File: config.mk
export PLATFORM = sky130hd
export DESIGN_NAME = gbar_decode_top
export DESIGN_NICKNAME = d
export VERILOG_FILES = /design/src/rtl/gbar_pkg.sv /design/src/rtl/gbar_base_reg.sv /design/src/rtl/gbar_claim_decode.sv /design/src/rtl/gbar_decode_top.sv
export SDC_FILE = /design/constraint.sdc
export NUM_CORES = 1
export LEC_CHECK = 0
export CAP_MARGIN = 5
export CORE_UTILIZATION = 34
export DETAILED_ROUTE_END_ITERATION = 12
export PLACE_DENSITY = 0.87
export SLEW_MARGIN = 30
export SYNTH_ARGS = -nofsm -noshare
export SYNTH_HDL_FRONTEND = slang
export SYNTH_SLANG_ARGS = --single-unit
File: constraint.sdc
create_clock -name clk -period 1.7 [get_ports clk]
set_input_delay 0.17 -clock clk [delete_from_list [all_inputs] [get_ports clk]]
set_output_delay 0.17 -clock clk [all_outputs]
set_load 0.01 [all_outputs]
File: src/rtl/gbar_pkg.sv
// Package: shared widths and the power-state encoding for the BAR decoder.
// Assumes a 32-bit configuration data path and dword-indexed config space.
package gbar_pkg;
    localparam int CFG_DW_W   = 6;
    localparam int CFG_FUNC_W = 3;
    localparam int DATA_W     = 32;
    localparam int IO_SPACE_W = 16;

    typedef enum logic [1:0] {
        PS_D0 = 2'd0,
        PS_D1 = 2'd1,
        PS_D2 = 2'd2,
        PS_D3 = 2'd3
    } pwr_state_e;
endpackage

File: src/rtl/gbar_base_reg.sv
// Module: one base address register with a writable field [HI:LO] and
// constant bits elsewhere. Writes merge per byte lane.
// Assumes: HI >= LO, HI < DATA_W; FIXED holds the constant read value of
// all non-field bits (its field bits are ignored).
module gbar_base_reg
    import gbar_pkg::*;
#(
    parameter int              LO    = 19,
    parameter int              HI    = 31,
    parameter logic [DATA_W-1:0] FIXED = '0
) (
    input  logic              clk,
    input  logic              rst_n,
    input  logic              wr_en,
    input  logic [DATA_W-1:0] wdata,
    input  logic [DATA_W/8-1:0] be,
    output logic [HI-LO:0]    base_q,
    output logic [DATA_W-1:0] rd_val
);
    localparam int FW = HI - LO + 1;

    logic [FW-1:0] base_d;

    // Per-bit merge: take write data only where the bit's byte lane is enabled.
    for (genvar i = 0; i < FW; i++) begin : g_bit
        assign base_d[i] = be[(i + LO) / 8] ? wdata[i + LO] : base_q[i];
    end

    // Base field storage, cleared by synchronous reset.
    always_ff @(posedge clk) begin
        if (!rst_n) begin
            base_q <= '0;
        end else if (wr_en) begin
            base_q <= base_d;
        end
    end

    // Read value: constant bits with the stored field overlaid.
    always_comb begin
        rd_val = FIXED;
        for (int k = 0; k < FW; k++) begin
            rd_val[k + LO] = base_q[k];
        end
    end

    // without a write strobe the field keeps its value.
    p_hold_r4: assert property (@(posedge clk) disable iff (!rst_n)
        !wr_en |=> base_q == $past(base_q));

    // a write with no byte lane enabled leaves the field unchanged.
    p_no_lane_r4: assert property (@(posedge clk) disable iff (!rst_n)
        (wr_en && be == '0) |=> $stable(base_q));
endmodule

File: src/rtl/gbar_claim_decode.sv
// Module: compares a CPU cycle against both windows and applies the
// enable and power gating. Purely combinational outputs.
// Assumes: I/O space is IO_SPACE_W bits wide; higher address bits must be 0.
module gbar_claim_decode
    import gbar_pkg::*;
#(
    parameter int MEM_LO = 19,
    parameter int IO_LO  = 3
) (
    input  logic                          clk,
    input  logic                          rst_n,
    input  logic                          req_valid,
    input  logic                          req_io,
    input  logic [DATA_W-1:0]             req_addr,
    input  logic [DATA_W-1-MEM_LO:0]      mem_base,
    input  logic [IO_SPACE_W-1-IO_LO:0]   io_base,
    input  logic                          mem_en,
    input  logic                          io_en,
    input  pwr_state_e                    pwr_state,
    input  logic                          dev_off,
    input  logic                          gfx_dis,
    output logic                          claim_mem,
    output logic                          claim_io
);
    logic mem_hit;
    logic io_hit;
    logic io_allowed;

    // Window compares on the upper address bits only.
    always_comb begin
        mem_hit = req_addr[DATA_W-1:MEM_LO] == mem_base;
        io_hit  = (req_addr[DATA_W-1:IO_SPACE_W] == '0) &&
                  (req_addr[IO_SPACE_W-1:IO_LO] == io_base);
    end

    // I/O gating: full power, enabled, device on, graphics present.
    assign io_allowed = (pwr_state == PS_D0) && io_en && !dev_off && !gfx_dis;

    // Final claims per space.
    always_comb begin
        claim_mem = req_valid && !req_io && mem_en && mem_hit;
        claim_io  = req_valid && req_io && io_allowed && io_hit;
    end

    // an I/O claim never appears outside D0 or with a blocking input.
    p_io_gate_r9: assert property (@(posedge clk) disable iff (!rst_n)
        claim_io |-> (pwr_state == PS_D0 && io_en && !dev_off && !gfx_dis));

    // an I/O claim only for addresses inside 16-bit I/O space.
    p_io_space_r8: assert property (@(posedge clk) disable iff (!rst_n)
        claim_io |-> req_addr[DATA_W-1:IO_SPACE_W] == '0);

    // a single cycle can never hit both spaces.
    p_one_space_r10: assert property (@(posedge clk) disable iff (!rst_n)
        !(claim_io && claim_mem));

    // a memory claim requires memory-space enable and a memory cycle.
    p_mem_en_r7: assert property (@(posedge clk) disable iff (!rst_n)
        claim_mem |-> (mem_en && !req_io && req_valid));
endmodule

File: src/rtl/gbar_decode_top.sv
// Module: top of the graphics BAR block. Holds the memory and I/O base
// registers, serves configuration reads/writes for function 0, and claims
// matching CPU cycles.
// Assumes: cfg_rdata is sampled by the requester combinationally; writes
// are single-cycle strobes.
module gbar_decode_top
    import gbar_pkg::*;
#(
    parameter int                 MEM_WIN_LOG2 = 19,
    parameter int                 IO_WIN_LOG2  = 3,
    parameter logic [CFG_DW_W-1:0] MEM_BAR_DW  = 6'd5,
    parameter logic [CFG_DW_W-1:0] IO_BAR_DW   = 6'd6
) (
    input  logic                  clk,
    input  logic                  rst_n,
    input  logic                  cfg_wr,
    input  logic [CFG_FUNC_W-1:0] cfg_func,
    input  logic [CFG_DW_W-1:0]   cfg_dw,
    input  logic [DATA_W-1:0]     cfg_wdata,
    input  logic [DATA_W/8-1:0]   cfg_be,
    output logic [DATA_W-1:0]     cfg_rdata,
    input  logic                  req_valid,
    input  logic                  req_io,
    input  logic [DATA_W-1:0]     req_addr,
    input  logic                  mem_en,
    input  logic                  io_en,
    input  logic [1:0]            pwr_state,
    input  logic                  dev_off,
    input  logic                  gfx_dis,
    output logic                  claim_mem,
    output logic                  claim_io,
    output logic                  claim
);
    localparam int MEM_FW = DATA_W - MEM_WIN_LOG2;
    localparam int IO_FW  = IO_SPACE_W - IO_WIN_LOG2;
    localparam logic [DATA_W-1:0] IO_FIXED = 32'h0000_0001;

    logic              func0;
    logic              sel_mem;
    logic              sel_io;
    logic [MEM_FW-1:0] mem_base;
    logic [IO_FW-1:0]  io_base;
    logic [DATA_W-1:0] mem_rd;
    logic [DATA_W-1:0] io_rd;

    // Register select: only function 0 owns the BARs.
    always_comb begin
        func0   = cfg_func == '0;
        sel_mem = func0 && cfg_dw == MEM_BAR_DW;
        sel_io  = func0 && cfg_dw == IO_BAR_DW;
    end

    gbar_base_reg #(
        .LO    (MEM_WIN_LOG2),
        .HI    (DATA_W - 1),
        .FIXED ('0)
    ) u_mem_bar (
        .clk    (clk),
        .rst_n  (rst_n),
        .wr_en  (cfg_wr && sel_mem),
        .wdata  (cfg_wdata),
        .be     (cfg_be),
        .base_q (mem_base),
        .rd_val (mem_rd)
    );

    gbar_base_reg #(
        .LO    (IO_WIN_LOG2),
        .HI    (IO_SPACE_W - 1),
        .FIXED (IO_FIXED)
    ) u_io_bar (
        .clk    (clk),
        .rst_n  (rst_n),
        .wr_en  (cfg_wr && sel_io),
        .wdata  (cfg_wdata),
        .be     (cfg_be),
        .base_q (io_base),
        .rd_val (io_rd)
    );

    // Read mux: unselected or foreign-function reads return zero.
    always_comb begin
        if (sel_mem)     cfg_rdata = mem_rd;
        else if (sel_io) cfg_rdata = io_rd;
        else             cfg_rdata = '0;
    end

    gbar_claim_decode #(
        .MEM_LO (MEM_WIN_LOG2),
        .IO_LO  (IO_WIN_LOG2)
    ) u_decode (
        .clk       (clk),
        .rst_n     (rst_n),
        .req_valid (req_valid),
        .req_io    (req_io),
        .req_addr  (req_addr),
        .mem_base  (mem_base),
        .io_base   (io_base),
        .mem_en    (mem_en),
        .io_en     (io_en),
        .pwr_state (pwr_state_e'(pwr_state)),
        .dev_off   (dev_off),
        .gfx_dis   (gfx_dis),
        .claim_mem (claim_mem),
        .claim_io  (claim_io)
    );

    // Combined claim for the upstream arbiter.
    assign claim = claim_mem || claim_io;

    // writes aimed at a non-zero function never alter either base.
    p_func_guard_r5: assert property (@(posedge clk) disable iff (!rst_n)
        (cfg_func != '0) |=> (mem_base == $past(mem_base) && io_base == $past(io_base)));

    // I/O register bit 0 reads one whenever it is selected.
    p_io_bit0_r3: assert property (@(posedge clk) disable iff (!rst_n)
        sel_io |-> cfg_rdata[0] == 1'b1);
endmodule

# Word level (Yosys, flattened, before mapping)
# Index checks and enable logic that the tools add are counted.
[totals] output_inout_bits=35 wordCells=35 memories=0 latchBits=0 rom_bits=0 mem_bits_rw=0 ff_bits=26
[op_classes] n_reduce_logical=25 addsub=0 n_shift=0 n_eq_ne=4 bitwise=0 magnitude_cmp=0 mul=0 n_mux=2 div_mod_pow=0
[ops] operator="2-to-1 mux 32 bit" n=1
[ops] operator="equality test 13 bit" n=2
[ops] operator="logical NOT 16 bit" n=1
[ops] operator="2-to-1 mux 16 bit" n=1
[ops] operator="logical AND 1 bit" n=14
[ops] operator="equality test 6 x 3 -> 1 bit (second input constant)" n=2
[ops] operator="AND reduction 2 bit" n=4
[ops] operator="logical NOT 1 bit" n=3
[ops] operator="logical NOT 3 bit" n=1
[ops] operator="logical NOT 2 bit" n=1
[ops] operator="logical OR 1 bit" n=1

# Logic depth before layout (Yosys ltp)
[logic_depth] word_depth=7 ltp_mapped=6 mapped_depth_nobuf=4

# Cells and area by module
# Synthesis repeated with hierarchy kept, for this count alone.
[unflattened] cells_unflattened=358 area_unflattened_um2=2981.6
[modules_own_cells] mod="gbar_decode_top" area_each_um2=1039.7 n_inst=1 cells_each=125
[modules_own_cells] mod="gbar_base_reg (u_io_bar)" area_each_um2=795.8 n_inst=1 cells_each=94
[modules_own_cells] mod="gbar_base_reg (u_mem_bar)" area_each_um2=792.0 n_inst=1 cells_each=93
[modules_own_cells] mod="gbar_claim_decode" area_each_um2=354.1 n_inst=1 cells_each=46

# Least setup slack after synthesis
# No wires, ideal clock.
[synth_path] path_kind="input -> output" start="input port cfg_dw[5]" end="output port cfg_rdata[10]" n_path_buf=1 arrival_ps=1262 path_slack_ps=268 cell_stages=5 cell_sequence="nor3_1 > nand2_2 > nor2_1 > buf_2 > and2_1"
[synth_between] elab_chain_cells=4 elab_cells_between_ends=6 classes_between="eq/ne: 2; mux: 2; reduce/logical: 2"
[synth_lines] item="start: declaration" line_no="gbar_decode_top.sv:18" rtl="input logic [CFG_DW_W-1:0] cfg_dw,"
[synth_lines] item="equality test 6 x 3 -> 1 bit" line_no="gbar_decode_top.sv:50" rtl="sel_io = func0 && cfg_dw == IO_BAR_DW;"
[synth_lines] item="logical AND 1 bit" line_no="gbar_decode_top.sv:50"
[synth_lines] item="2-to-1 mux 16 bit" line_no="gbar_decode_top.sv:84" rtl="else if (sel_io) cfg_rdata = io_rd;"
[synth_lines] item="2-to-1 mux 32 bit *" line_no="gbar_decode_top.sv:83" rtl="if (sel_mem) cfg_rdata = mem_rd;"
[synth_lines] item="end: declaration" line_no="gbar_decode_top.sv:21" rtl="output logic [DATA_W-1:0] cfg_rdata,"
# Every way passes the cells marked *; elsewhere a longest branch is shown, timed or not.

# Final worst setup path
[layout_path] start="input port req_addr[30]" end="output port claim"
[layout_between] elab_chain_cells=4 elab_cells_between_ends=6 classes_between="eq/ne: 1; reduce/logical: 5"
[layout_lines] item="start: declaration" line_no="gbar_decode_top.sv:24" rtl="input logic [DATA_W-1:0] req_addr,"
[layout_lines] item="logical NOT 16 bit" line_no="gbar_claim_decode.sv:32" rtl="io_hit = (req_addr[DATA_W-1:IO_SPACE_W] == '0) &&"
[layout_lines] item="logical AND 1 bit" line_no="gbar_claim_decode.sv:32"
[layout_lines] item="logical AND 1 bit" line_no="gbar_claim_decode.sv:42" rtl="claim_io = req_valid && req_io && io_allowed && io_hit;"
[layout_lines] item="logical OR 1 bit *" line_no="gbar_decode_top.sv:109" rtl="assign claim = claim_mem || claim_io;"
[layout_lines] item="end: declaration" line_no="gbar_decode_top.sv:32" rtl="output logic claim"
# Marks and branches as above.

==> run summary <==
status = complete, but fails checks
failing checks = setup timing
Final WS setup = -67.5 ps
HPWL Detailed = 4.60 mm
f_max = 566 MHz
GR Util All Layers = 0.227
crit path kind = primary input to output port
initial antenna violation count = 0
RePlAce Congestion = 0.876
area of the multi-input gates = 0.00112 mm^2
Yosys top cell by area = dfxtp_1
Row Count = 25
Comb power frac = 0.214
initial drt markers = 67
Max Root-Sink Buffers = 2
clk root buf = clkbuf_8
number of max-cap violations = 0
layout cells sized above 1 = 0.244
Seq pwr share = 0.428
Clk Latency, worst-skew pair = 270 ps
Sw Ratio = 0.212
Final Routed Wirelength = 5.99 mm
GRT overflow = 0
area added between synthesis and finish = 89.1%
clock sinks = 26
first-pass GRT wire length = 9.21 mm
Primary FF master, synth = dfxtp_1
drt pass-1 iters = 4
initial core utilization = 0.352
Int Pwr = 0.00112 W
Die Y = 72.0 um
Synth Instances = 211
Fillers = 382
Critical Path RT = 1530 ps
# DRC = 0
R2R depth = 3
r2r setup slk = 920 ps
Buf/Inv on CP = 2
Hold Buf Count CTS = 0
hold path start = cfg_wdata[24]
CP Max Fanout = 2
crit-path max cell delay = 460 ps
synthesized area = 0.00166 mm^2
register area = 526 um^2
Hold Path Sink = u_mem_bar.base_q[5]
ant diodes = 0
Reg clk slew, reported paths = 90 ps
Final Skew = 0 ps
final hold viol count = 0
largest net degree at the start of global routing = 38
vias in the first global route = 2038
Max Transition Viols Final = 0
VDD IR max = 0.348 mV
CP Cell Sequence = clkdlybuf4s50_1, nor4_1, nand4_1, o31ai_1, buf_2
leakage = 1.45 nW
crit end category = output port
asr flop ratio synth = 0
crit path time final = 1770 ps
Sw Pwr = 0.000301 W
Final Non-Filler Cells = 420
crit start category = primary input
input/output buffers = 108
# IOs = 123
Netlist cell types = 29
placed instance count = 407
die area = 0.00518 mm^2
worst hold path class = primary input to register
PwrDens = 452 mW/mm^2
area post-placement = 0.00302 mm^2
via count = 2045
kind of cell adding the most delay to the critical path = buffers and inverters
Synth Warn # = 0
Clock power frac = 0.358
Synth top area share = 0.313
critical path's slowest cell = clkdlybuf4s50_1
crit share post-route = 1.04
number of flops mapped to enable cells by yosys = 0
Nets = 442
worst hold stages = 3
FF-to-FF End = u_io_bar.base_q[5]
sequential area share after synthesis = 0.313
final instance area = 0.00315 mm^2
Synth Area per Inst = 7.89 um^2
routed len/inst = 14.3 um
ranking of synthesized cells by area = dfxtp_1, xor2_1, and2_1
Die X-Extent = 72.0 um
CP Launch Point = req_addr[30]
H-tree depth = 1
CORE AREA = 0.00472 mm^2
CTS tree = yes
reg2reg start = u_io_bar.base_q[5]
vias per std cell = 4.87
CTS buffer count = 3
Setup Viol. Count Final = 5
Synth Register Bits = 26
ANT nets after route = 0
unrepaired setup endpoints after global routing = true
most instantiated cells after synthesis = and2_1, dfxtp_1, nand2_1
WP data arrival = 1600 ps
-- power by group through the flow --
| stage | sequential (W) | clock, W | combinational, W |
|---|---|---|---|
| after floorplan | 0.000623 | 0 | 0.0000799 |
| after global placement | 0.000623 | 0 | 0.000288 |
| after detailed placement | 0.000623 | 0 | 0.000295 |
| after CTS | 0.000609 | 0.000517 | 0.000299 |
| after global routing | 0.000609 | 0.000544 | 0.000326 |
| final | 0.000609 | 0.000510 | 0.000304 |
-- worst max-delay path by stage --
stage | to | slack [ps] | cells after the start
finish | claim | -70 | 5
detailed placement | cfg_rdata[25] | -630 | 7
floorplan | cfg_rdata[10] | 270 | 5
global placement | cfg_rdata[28] | -560 | 7
CTS | claim | -130 | 5
global route | claim | -180 | 5
-- cells in the final DEF (no fill, tap or decap), types with 8 or more instances in the layout --
cell type        instances
nand3_1                 16
buf_6                    8
and2_1                  23
nand4_1                 11
o21ai_0                 13
buf_2                   14
xor2_1                  23
buf_4                   38
a21oi_1                  8
nand2_1                 26
o31ai_1                  9
dlygate4sd2_1           13
clkdlybuf4s50_1         68
dfxtp_1                 22
-- timing repair --
action                                  in CTS  in global routing
pin swaps                                   14                 11
cloned                                       2                  0
gates resized for setup                    111                 23
endpoints found under the setup margin      30                 29
setup buffers                                7                  1
-- stage by stage --
step	hold slack (ps)	setup slack [ps]	TNS (ps)	total power, W	util
finish	450	-67.5	-88.0	0.00142	0.666
global route	464	-179	-462	0.00148	0.666
CTS	445	-129	-203	0.00143	0.656
detailed placement	488	-626	-18310	0.000918	0.639
global placement	471	-557	-15740	0.000912	0.639
floorplan	310	268	0	0.000703	-
-- registers in the layout, indices dropped and copies added, names as in the netlist --
| signal | flops |
|---|---|
| u_io_bar.base_q | 13 |
| u_mem_bar.base_q | 13 |
-- logic make-up after synthesis --
family                    Yosys count  share of synthesized area
AOI/OAI and AO/OA                  30                      0.104
xor gates and xnor gates           26                      0.137
buffers and inverters              19                     0.0601
DFF                                26                      0.313
muxes                               5                     0.0301
other                               1                    0.00225
and+or+nand+nor                   104                      0.354
-- worst min-delay path, delay by kind of cell --
family,cells,cell delay (ps)
buffers and inverters,1,400
and+or+nand+nor,1,50
AOI/OAI and AO/OA,1,60
-- area by class of cell --
cell class / count / area share
repair buffers: 151 / 0.424
clock buffers: 3 / 0.0131
flip-flops and latches: 26 / 0.167
clock inverters: 1 / 0.00954
well taps: 67 / 0.0266
inverters: 2 / 0.00239
multi-input cells: 170 / 0.357
-- routing by layer --
layer,up-vias,global-route usage,part of all wire
met1,957,0.278,0.41
met2,68,0.426,0.53
li1,1012,-,-
met4,0,0.0697,0.014
met5,-,0,0
met3,8,0.0125,0.042
Power figures use the tool's default switching activity.
